### config.mk
export PLATFORM = sky130hd
export DESIGN_NAME = ep_test_engine
export DESIGN_NICKNAME = d
export VERILOG_FILES = /design/src/rtl/eptest_pkg.sv /design/src/rtl/eptest_cmd_decode.sv /design/src/rtl/eptest_range_chk.sv /design/src/rtl/eptest_xfer_engine.sv /design/src/rtl/ep_test_engine.sv
export SDC_FILE = /design/constraint.sdc
export NUM_CORES = 1
export LEC_CHECK = 0
export BUFFER_PORTS_ARGS = -buffer_cell sky130_fd_sc_hd__buf_2
export CAP_MARGIN = 20
export CELL_PAD_IN_SITES_DETAIL_PLACEMENT = 0
export CELL_PAD_IN_SITES_GLOBAL_PLACEMENT = 1
export CORE_ASPECT_RATIO = 1.2
export CORE_MARGIN = 5
export CORE_UTILIZATION = 35
export CTS_CLUSTER_SIZE = 40
export DETAILED_ROUTE_END_ITERATION = 8
export PLACE_DENSITY_LB_ADDON = 0.25
export RECOVER_POWER = 50
export SLEW_MARGIN = 20
export SYNTH_ARGS = -nofsm -noshare
export SYNTH_HDL_FRONTEND = slang
export SYNTH_SLANG_ARGS = --single-unit
### constraint.sdc
create_clock -name clk -period 5.1 [get_ports clk]
set_clock_uncertainty 0.1 [all_clocks]
set_input_delay 1.02 -clock clk [delete_from_list [all_inputs] [get_ports clk]]
set_output_delay 1.02 -clock clk [all_outputs]
set_load 0.05 [all_outputs]
### src/rtl/eptest_pkg.sv
package eptest_pkg;
  typedef enum logic [1:0] {OP_NONE, OP_RD, OP_WR, OP_CP} op_e;

  localparam logic [2:0] RI_MAGIC = 3'd0;
  localparam logic [2:0] RI_CMD   = 3'd1;
  localparam logic [2:0] RI_STAT  = 3'd2;
  localparam logic [2:0] RI_SRC   = 3'd3;
  localparam logic [2:0] RI_DST   = 3'd4;
  localparam logic [2:0] RI_SIZE  = 3'd5;
  localparam logic [2:0] RI_CHK   = 3'd6;

  localparam int CB_LEG    = 0;
  localparam int CB_MSI    = 1;
  localparam int CB_VEC_LO = 2;
  localparam int CB_RD     = 8;
  localparam int CB_WR     = 9;
  localparam int CB_CP     = 10;
  localparam int VW        = 6;

  localparam int SB_RD_OK   = 0;
  localparam int SB_RD_BAD  = 1;
  localparam int SB_WR_OK   = 2;
  localparam int SB_WR_BAD  = 3;
  localparam int SB_CP_OK   = 4;
  localparam int SB_CP_BAD  = 5;
  localparam int SB_IRQ     = 6;
  localparam int SB_SRC_INV = 7;
  localparam int SB_DST_INV = 8;
  localparam int STW        = 9;
endpackage

### src/rtl/eptest_cmd_decode.sv
module eptest_cmd_decode
  import eptest_pkg::*;
(
  input  logic [CB_CP:0]  cmd,
  output op_e             op,
  output logic            want_msi,
  output logic            want_leg,
  output logic [VW-1:0]   vec
);
  always_comb begin
    // lowest-numbered transfer bit wins
    if (cmd[CB_RD])      op = OP_RD;
    else if (cmd[CB_WR]) op = OP_WR;
    else if (cmd[CB_CP]) op = OP_CP;
    else                 op = OP_NONE;
    want_msi = cmd[CB_MSI];
    want_leg = cmd[CB_LEG] & ~cmd[CB_MSI];
    vec      = cmd[CB_VEC_LO +: VW];
  end
endmodule

### src/rtl/eptest_range_chk.sv
module eptest_range_chk #(
  parameter logic [31:0] WIN_BASE  = 32'h0000_0100,
  parameter logic [31:0] WIN_BYTES = 32'h0000_0200
) (
  input  logic [31:0] addr,
  input  logic [31:0] size,
  output logic        ok
);
  localparam logic [33:0] WIN_END = {2'b00, WIN_BASE} + {2'b00, WIN_BYTES};

  logic [33:0] span_end;

  always_comb begin
    span_end = {2'b00, addr} + {2'b00, size};
    ok = (size != 32'd0) && (size[1:0] == 2'b00) && (addr[1:0] == 2'b00) &&
         (addr >= WIN_BASE) && (span_end <= WIN_END);
  end
endmodule

### src/rtl/eptest_xfer_engine.sv
module eptest_xfer_engine
  import eptest_pkg::*;
#(
  parameter int          MEM_AW    = 12,
  parameter logic [31:0] WIN_BASE  = 32'h0000_0100,
  parameter logic [31:0] WIN_BYTES = 32'h0000_0200,
  parameter logic [31:0] PAT_SEED  = 32'hA5A5_0000
) (
  input  logic              clk,
  input  logic              rst,
  input  logic              start,
  input  op_e               op_in,
  input  logic [31:0]       src_in,
  input  logic [31:0]       dst_in,
  input  logic [31:0]       size_in,
  input  logic [31:0]       chk_in,
  input  logic [31:0]       mem_rdata,
  output logic              busy,
  output logic              done,
  output logic [STW-1:0]    status,
  output logic [31:0]       acc_out,
  output logic              acc_store,
  output logic              mem_req,
  output logic              mem_we,
  output logic [MEM_AW-1:0] mem_addr,
  output logic [31:0]       mem_wdata
);
  localparam int IW = MEM_AW - 2;

  typedef enum logic [2:0] {S_IDLE, S_CHECK, S_RD, S_RDW, S_WR, S_DONE} st_e;

  st_e         state;
  op_e         op_q;
  logic [31:0] src_q, dst_q, size_q, chk_q, acc, hold;
  logic [IW-1:0] idx, last_idx;
  logic        src_ok, dst_ok, rd_bad, wr_bad, last, fail;

  eptest_range_chk #(.WIN_BASE(WIN_BASE), .WIN_BYTES(WIN_BYTES)) u_src_chk (
    .addr(src_q), .size(size_q), .ok(src_ok));
  eptest_range_chk #(.WIN_BASE(WIN_BASE), .WIN_BYTES(WIN_BYTES)) u_dst_chk (
    .addr(dst_q), .size(size_q), .ok(dst_ok));

  always_comb begin
    last_idx  = size_q[MEM_AW-1:2] - IW'(1);
    last      = (idx == last_idx);
    rd_bad    = ((op_q == OP_RD) || (op_q == OP_CP)) && !src_ok;
    wr_bad    = ((op_q == OP_WR) || (op_q == OP_CP)) && !dst_ok;
    fail      = rd_bad || wr_bad || ((op_q == OP_RD) && (acc != chk_q));
    mem_req   = (state == S_RD) || (state == S_WR);
    mem_we    = (state == S_WR);
    mem_addr  = ((state == S_WR) ? dst_q[MEM_AW-1:0] : src_q[MEM_AW-1:0]) + {idx, 2'b00};
    mem_wdata = (op_q == OP_CP) ? hold : (PAT_SEED + 32'(idx));
    busy      = (state != S_IDLE);
    done      = (state == S_DONE);
    acc_out   = acc;
    acc_store = done && ((op_q == OP_WR) || (op_q == OP_CP)) && !rd_bad && !wr_bad;
    status    = '0;
    case (op_q)
      OP_RD: begin status[SB_RD_OK] = !fail; status[SB_RD_BAD] = fail; end
      OP_WR: begin status[SB_WR_OK] = !fail; status[SB_WR_BAD] = fail; end
      OP_CP: begin status[SB_CP_OK] = !fail; status[SB_CP_BAD] = fail; end
      default: ;
    endcase
    status[SB_SRC_INV] = rd_bad;
    status[SB_DST_INV] = wr_bad;
  end

  always_ff @(posedge clk) begin
    if (rst) begin
      state  <= S_IDLE;
      op_q   <= OP_NONE;
      src_q  <= '0;
      dst_q  <= '0;
      size_q <= '0;
      chk_q  <= '0;
      acc    <= '0;
      hold   <= '0;
      idx    <= '0;
    end else begin
      case (state)
        S_IDLE: if (start) begin
          op_q   <= op_in;
          src_q  <= src_in;
          dst_q  <= dst_in;
          size_q <= size_in;
          chk_q  <= chk_in;
          acc    <= '0;
          idx    <= '0;
          state  <= S_CHECK;
        end
        S_CHECK: begin
          if (op_q == OP_NONE || rd_bad || wr_bad) state <= S_DONE;
          else if (op_q == OP_WR)                  state <= S_WR;
          else                                     state <= S_RD;
        end
        S_RD: state <= S_RDW;
        S_RDW: begin
          acc  <= acc ^ mem_rdata;
          hold <= mem_rdata;
          if (op_q == OP_CP) state <= S_WR;
          else begin
            idx   <= idx + IW'(1);
            state <= last ? S_DONE : S_RD;
          end
        end
        S_WR: begin
          if (op_q == OP_WR) acc <= acc ^ mem_wdata;
          idx <= idx + IW'(1);
          if (last)                 state <= S_DONE;
          else if (op_q == OP_CP)   state <= S_RD;
          else                      state <= S_WR;
        end
        S_DONE: state <= S_IDLE;
        default: state <= S_IDLE;
      endcase
    end
  end
endmodule

### src/rtl/ep_test_engine.sv
module ep_test_engine
  import eptest_pkg::*;
#(
  parameter int          MEM_AW    = 12,
  parameter logic [31:0] WIN_BASE  = 32'h0000_0100,
  parameter logic [31:0] WIN_BYTES = 32'h0000_0200,
  parameter logic [31:0] PAT_SEED  = 32'hA5A5_0000
) (
  input  logic              clk,
  input  logic              rst,
  input  logic              reg_wr,
  input  logic              reg_rd,
  input  logic [2:0]        reg_addr,
  input  logic [31:0]       reg_wdata,
  output logic [31:0]       reg_rdata,
  output logic              mem_req,
  output logic              mem_we,
  output logic [MEM_AW-1:0] mem_addr,
  output logic [31:0]       mem_wdata,
  input  logic [31:0]       mem_rdata,
  output logic              irq_legacy,
  output logic              msi_req,
  output logic [5:0]        msi_vec
);
  logic [31:0]    magic_q, cmd_q, src_q, dst_q, size_q, chk_q;
  logic [STW-1:0] status_q;
  logic           busy, done, start, acc_store;
  logic [STW-1:0] eng_status;
  logic [31:0]    acc_out;
  logic [CB_CP:0] dec_in;
  op_e            dec_op;
  logic           want_msi, want_leg;
  logic [VW-1:0]  dec_vec;

  assign start  = reg_wr && (reg_addr == RI_CMD) && !busy;
  // idle: decode the incoming word; busy: decode the held command
  assign dec_in = busy ? cmd_q[CB_CP:0] : reg_wdata[CB_CP:0];

  eptest_cmd_decode u_dec (
    .cmd(dec_in), .op(dec_op), .want_msi(want_msi), .want_leg(want_leg), .vec(dec_vec));

  eptest_xfer_engine #(
    .MEM_AW(MEM_AW), .WIN_BASE(WIN_BASE), .WIN_BYTES(WIN_BYTES), .PAT_SEED(PAT_SEED)
  ) u_eng (
    .clk(clk), .rst(rst), .start(start), .op_in(dec_op),
    .src_in(src_q), .dst_in(dst_q), .size_in(size_q), .chk_in(chk_q),
    .mem_rdata(mem_rdata), .busy(busy), .done(done), .status(eng_status),
    .acc_out(acc_out), .acc_store(acc_store),
    .mem_req(mem_req), .mem_we(mem_we), .mem_addr(mem_addr), .mem_wdata(mem_wdata));

  always_ff @(posedge clk) begin
    if (rst) begin
      magic_q <= '0; cmd_q <= '0; src_q <= '0; dst_q <= '0;
      size_q <= '0; chk_q <= '0; status_q <= '0;
      irq_legacy <= 1'b0; msi_req <= 1'b0; msi_vec <= '0; reg_rdata <= '0;
    end else begin
      msi_req <= 1'b0;
      if (reg_wr) begin
        case (reg_addr)
          RI_MAGIC: magic_q <= reg_wdata;
          RI_CMD:   if (!busy) cmd_q <= reg_wdata;
          RI_STAT:  irq_legacy <= 1'b0;
          RI_SRC:   src_q <= reg_wdata;
          RI_DST:   dst_q <= reg_wdata;
          RI_SIZE:  size_q <= reg_wdata;
          RI_CHK:   chk_q <= reg_wdata;
          default: ;
        endcase
      end
      if (start) status_q <= '0;
      if (done) begin
        status_q <= eng_status | (STW'(want_msi | want_leg) << SB_IRQ);
        cmd_q    <= '0;
        if (acc_store) chk_q <= acc_out;
        if (want_msi) begin
          msi_req <= 1'b1;
          msi_vec <= dec_vec;
        end else if (want_leg) begin
          irq_legacy <= 1'b1;
        end
      end
      if (reg_rd) begin
        case (reg_addr)
          RI_MAGIC: reg_rdata <= magic_q;
          RI_CMD:   reg_rdata <= cmd_q;
          RI_STAT:  reg_rdata <= 32'(status_q);
          RI_SRC:   reg_rdata <= src_q;
          RI_DST:   reg_rdata <= dst_q;
          RI_SIZE:  reg_rdata <= size_q;
          RI_CHK:   reg_rdata <= chk_q;
          default:  reg_rdata <= '0;
        endcase
      end
    end
  end
endmodule

==> flow_summary_export.csv <==
group,metric,value,unit
outcome,status,"complete, but fails checks",
outcome,violations,"capacitance limit, slew limit",
critical_path,reg2regPathDepth,12,
timing,fin_hold_ws,351.1,ps
clock_tree,cts_root_buf,"clkbuf_16",
clock_tree,cts_num_sinks,448,
clock_tree,clk_latency,600,ps
critical_path,required,5480,ps
clock_tree,htree_levels,2,
clock_tree,cts.path.max_buffers,3,
finish,fin_nets,3320,
yosys,yosysTopAreaCell,"dfxtp_1",
yosys,synth-simple-area-share,0.2182,
pwr,peakVddDrop,238.6,uV
floorplan,ios,157,
yosys,ys_warn_count,0,
global_route,grt_pass1_wl,149.8,mm
finish,drive_above_1_share,0.1165,
yosys,yosysMostFrequentCell,"nand2_1",
pwr,total_leakage_power,0.009746,uW
timing,slew_headroom,-0.6290,
yosys,ys_types,83,
routing,drt_iter0_drc,2154,
clock_tree,cts_tree,"done",
timing,slew_viol_final,340,
pwr,powerDensity,301.0,mW/mm^2
critical_path,critPathKind,"in2reg",
timing,hold_viol,0,
floorplan,start_util,0.3530,
critical_path,crit-reg2reg-launch,"u_eng.size_q[8]",
timing,setup_viol,0,
routing,wl_per_cell,24.69,um
global_route,antenna_found_initial,4,
yosys,synthMuxAreaShare,0.03104,
min_path,worstHoldEndpoint,"u_eng.hold[15]",
min_path,hold_path_depth,2,
critical_path,crit_slowest_cell,"or2_1",
critical_path,arrival,5260,ps
floorplan,rows,104,
yosys,yosysTopAreaCellShare,0.3784,
floorplan,core,0.06714,sq mm
timing,period_share,0.9555,
clock_tree,clk_pin_slew,60,ps
floorplan,die_x,247.6,um
routing,vias,23750,
routing,drc,0,
critical_path,worstPathMaxFanout,43,
clock_tree,cts_setup_buffers,0,
yosys,synth_edf_count,0,
yosys,synth_area,0.02370,sq mm
yosys,synth_area_leaders,"dfxtp_1, nand2_1, a21oi_1",
critical_path,path_cells,"clkbuf_1 > nor3b_2 > nand3_1 > or2_1 > buf_4 > nand2_1 > a21oi_1",
placement,dpl.hpwl,72.97,mm
finish,syn2layout_area_growth,13.65,%
yosys,synthAdderAreaFrac,0.04266,
critical_path,rr_endpoint,"chk_q[30]",
yosys,synth_common_cells,"nand2_1, a21oi_1, dfxtp_1",
critical_path,end_kind,"flip-flop",
critical_path,cpPeakStageDelay,1430,ps
clock_tree,cts_resized,0,
clock_tree,ctsHoldBuffers,0,
yosys,synth_top_family_by_area,"compound AO/OA/AOI/OAI gates",
yosys,synth_compound_area_frac,0.2513,
yosys,async_reset_ff_frac,0,
yosys,synth_xor_area_frac,0.03474,
yosys,synth-seq-area-share,0.3784,
clock_tree,numCtsBuffers,50,
yosys,ys_ff_latch,448,
timing,worstMarginPinSlew,2443,ps
routing,final_antenna_net_count,0,
floorplan,dieArea,0.07304,sq mm
floorplan,die_y,295.1,um
yosys,synth_nets,3276,
critical_path,setup.worst_path.start_class,"input pin",
placement,gp_congestion,0.9421,
timing,fin_ws,226.9,ps
placement,place_ws,428.5,ps
global_route,track_usage,0.2674,
min_path,min_from,"u_eng.hold[15]",
run,maxCapViolCount,10,
global_route,grt_pass1_vias,22670,
global_route,grt_max_degree,155,
routing,viasPerCell,5.775,
placement,port_buffers,156,
yosys,syn_avg_cell_area,7.582,sq um
routing,totalWireLength,101.5,mm
routing,drtPass1Iterations,6,
timing,fin_crit,4873,ps
yosys,syn_inst,3126,
timing,fmax,0.2052,GHz
global_route,grt_overflow,0,
critical_path,r2r_setup_slack,320,ps
yosys,yosys_most_used_dff,"dfxtp_1",
min_path,hold_class,"reg2reg",
## through the flow
stage	util	std cells	area, sq um	total power (uW)	setup TNS (ps)
2_1_floorplan	-	3126	23700	4094	0
3_3_place_gp	0.3771	4019	25320	4386	0
3_5_place_dp	0.3771	4019	25320	4393	0
4_1_cts	0.4024	4111	27020	8155	0
5_1_grt	0.4011	4111	26930	8342	-11.42
6_report	0.4012	4112	26940	8108	0
## how the worst max path moves through the flow
stage | from | to | slack [ps] | cells after the start
5_1_grt | u_eng.state[0] | mem_addr[11] | -10 | 18
2_1_floorplan | u_eng.state[1] | mem_addr[11] | 240 | 19
3_5_place_dp | u_eng.size_q[4] | chk_q[30] | 430 | 12
4_1_cts | u_eng.state[1] | mem_addr[11] | 60 | 18
3_3_place_gp | u_eng.size_q[0] | chk_q[31] | 420 | 13
6_report | reg_addr[1] | u_eng.src_q[9] | 230 | 7
## worst max-delay path: cells and delay by family
kind            cells  cell delay [ps]
compound gates      1              240
buf+inv             2             2000
simple gates        4             1900
## report_power, final
part           switching (uW)  internal, uW  leakage (uW)
Sequential               56.2          3550       0.00362
Combinational             530           185       0.00531
Clock                    1560          2220      0.000822
Total                    2150          5960       0.00975
## flip-flops by register name, summed over array words and instances, names as in the netlist
register / flops
src_q: 32
msi_req: 1
reg_rdata: 32
irq_legacy: 1
u_eng.op_q: 2
u_eng.dst_q: 32
cmd_q: 32
dst_q: 32
u_eng.chk_q: 32
u_eng.src_q: 32
msi_vec: 6
u_eng.idx: 10
size_q: 32
chk_q: 32
magic_q: 32
u_eng.acc_out: 32
u_eng.size_q: 32
u_eng.hold: 32
status_q: 9
u_eng.state: 3
## layout by cell type, fill, tap and decap left out, types with 18 or more instances in the layout
master | Yosys | routed
a211o_1 | 21 | 21
a21o_1 | 20 | 20
a21oi_1 | 486 | 484
a21oi_2 | 31 | 33
a22oi_1 | 79 | 79
a31o_2 | 37 | 37
a31oi_1 | 38 | 37
and3_1 | 22 | 22
buf_2 | 15 | 108
buf_4 | 2 | 52
clkbuf_1 | 195 | 69
clkbuf_16 | 0 | 52
dfxtp_1 | 448 | 446
ha_1 | 76 | 76
inv_1 | 30 | 30
mux2_2 | 18 | 18
mux2i_1 | 51 | 51
nand2_1 | 799 | 798
nand3_1 | 35 | 35
nand4_1 | 36 | 36
nor2_1 | 161 | 158
nor3_1 | 33 | 31
nor4_1 | 27 | 27
o21a_1 | 20 | 20
o21ai_0 | 84 | 84
o22ai_1 | 39 | 39
or2_2 | 24 | 22
xnor2_1 | 66 | 66
xor2_1 | 28 | 28
## logic make-up (layout without fill, tap and decap cells)
kind of cell / after synthesis / count (layout)
and+or+nand+nor: 1210 / 1210
AOI/OAI and AO/OA: 965 / 965
DFF: 448 / 448
buffers and inverters: 260 / 344
xor gates and xnor gates: 94 / 94
adders and majority gates: 79 / 79
muxes: 70 / 70
other: 0 / 1
## cell type report
cell class              count  area [sq um]
well taps                 901          1127
inverters                  31         116.4
clock inverters             9         153.9
fillers                  7122         40210
flip-flops and latches    448          8971
diodes                      1         2.502
repair buffers            221          1257
clock buffers              83          1548
multi-input cells        2418         13760
## layer usage
metal	GRT usage	part of all wire	routed length, um
met1	0.3533	0.42	43000
met2	0.4520	0.48	48710
met3	0.02957	0.056	5710
met4	0.09908	0.040	4111
met5	0	0	0
Note: power is estimated with default switching activity, not from simulation.
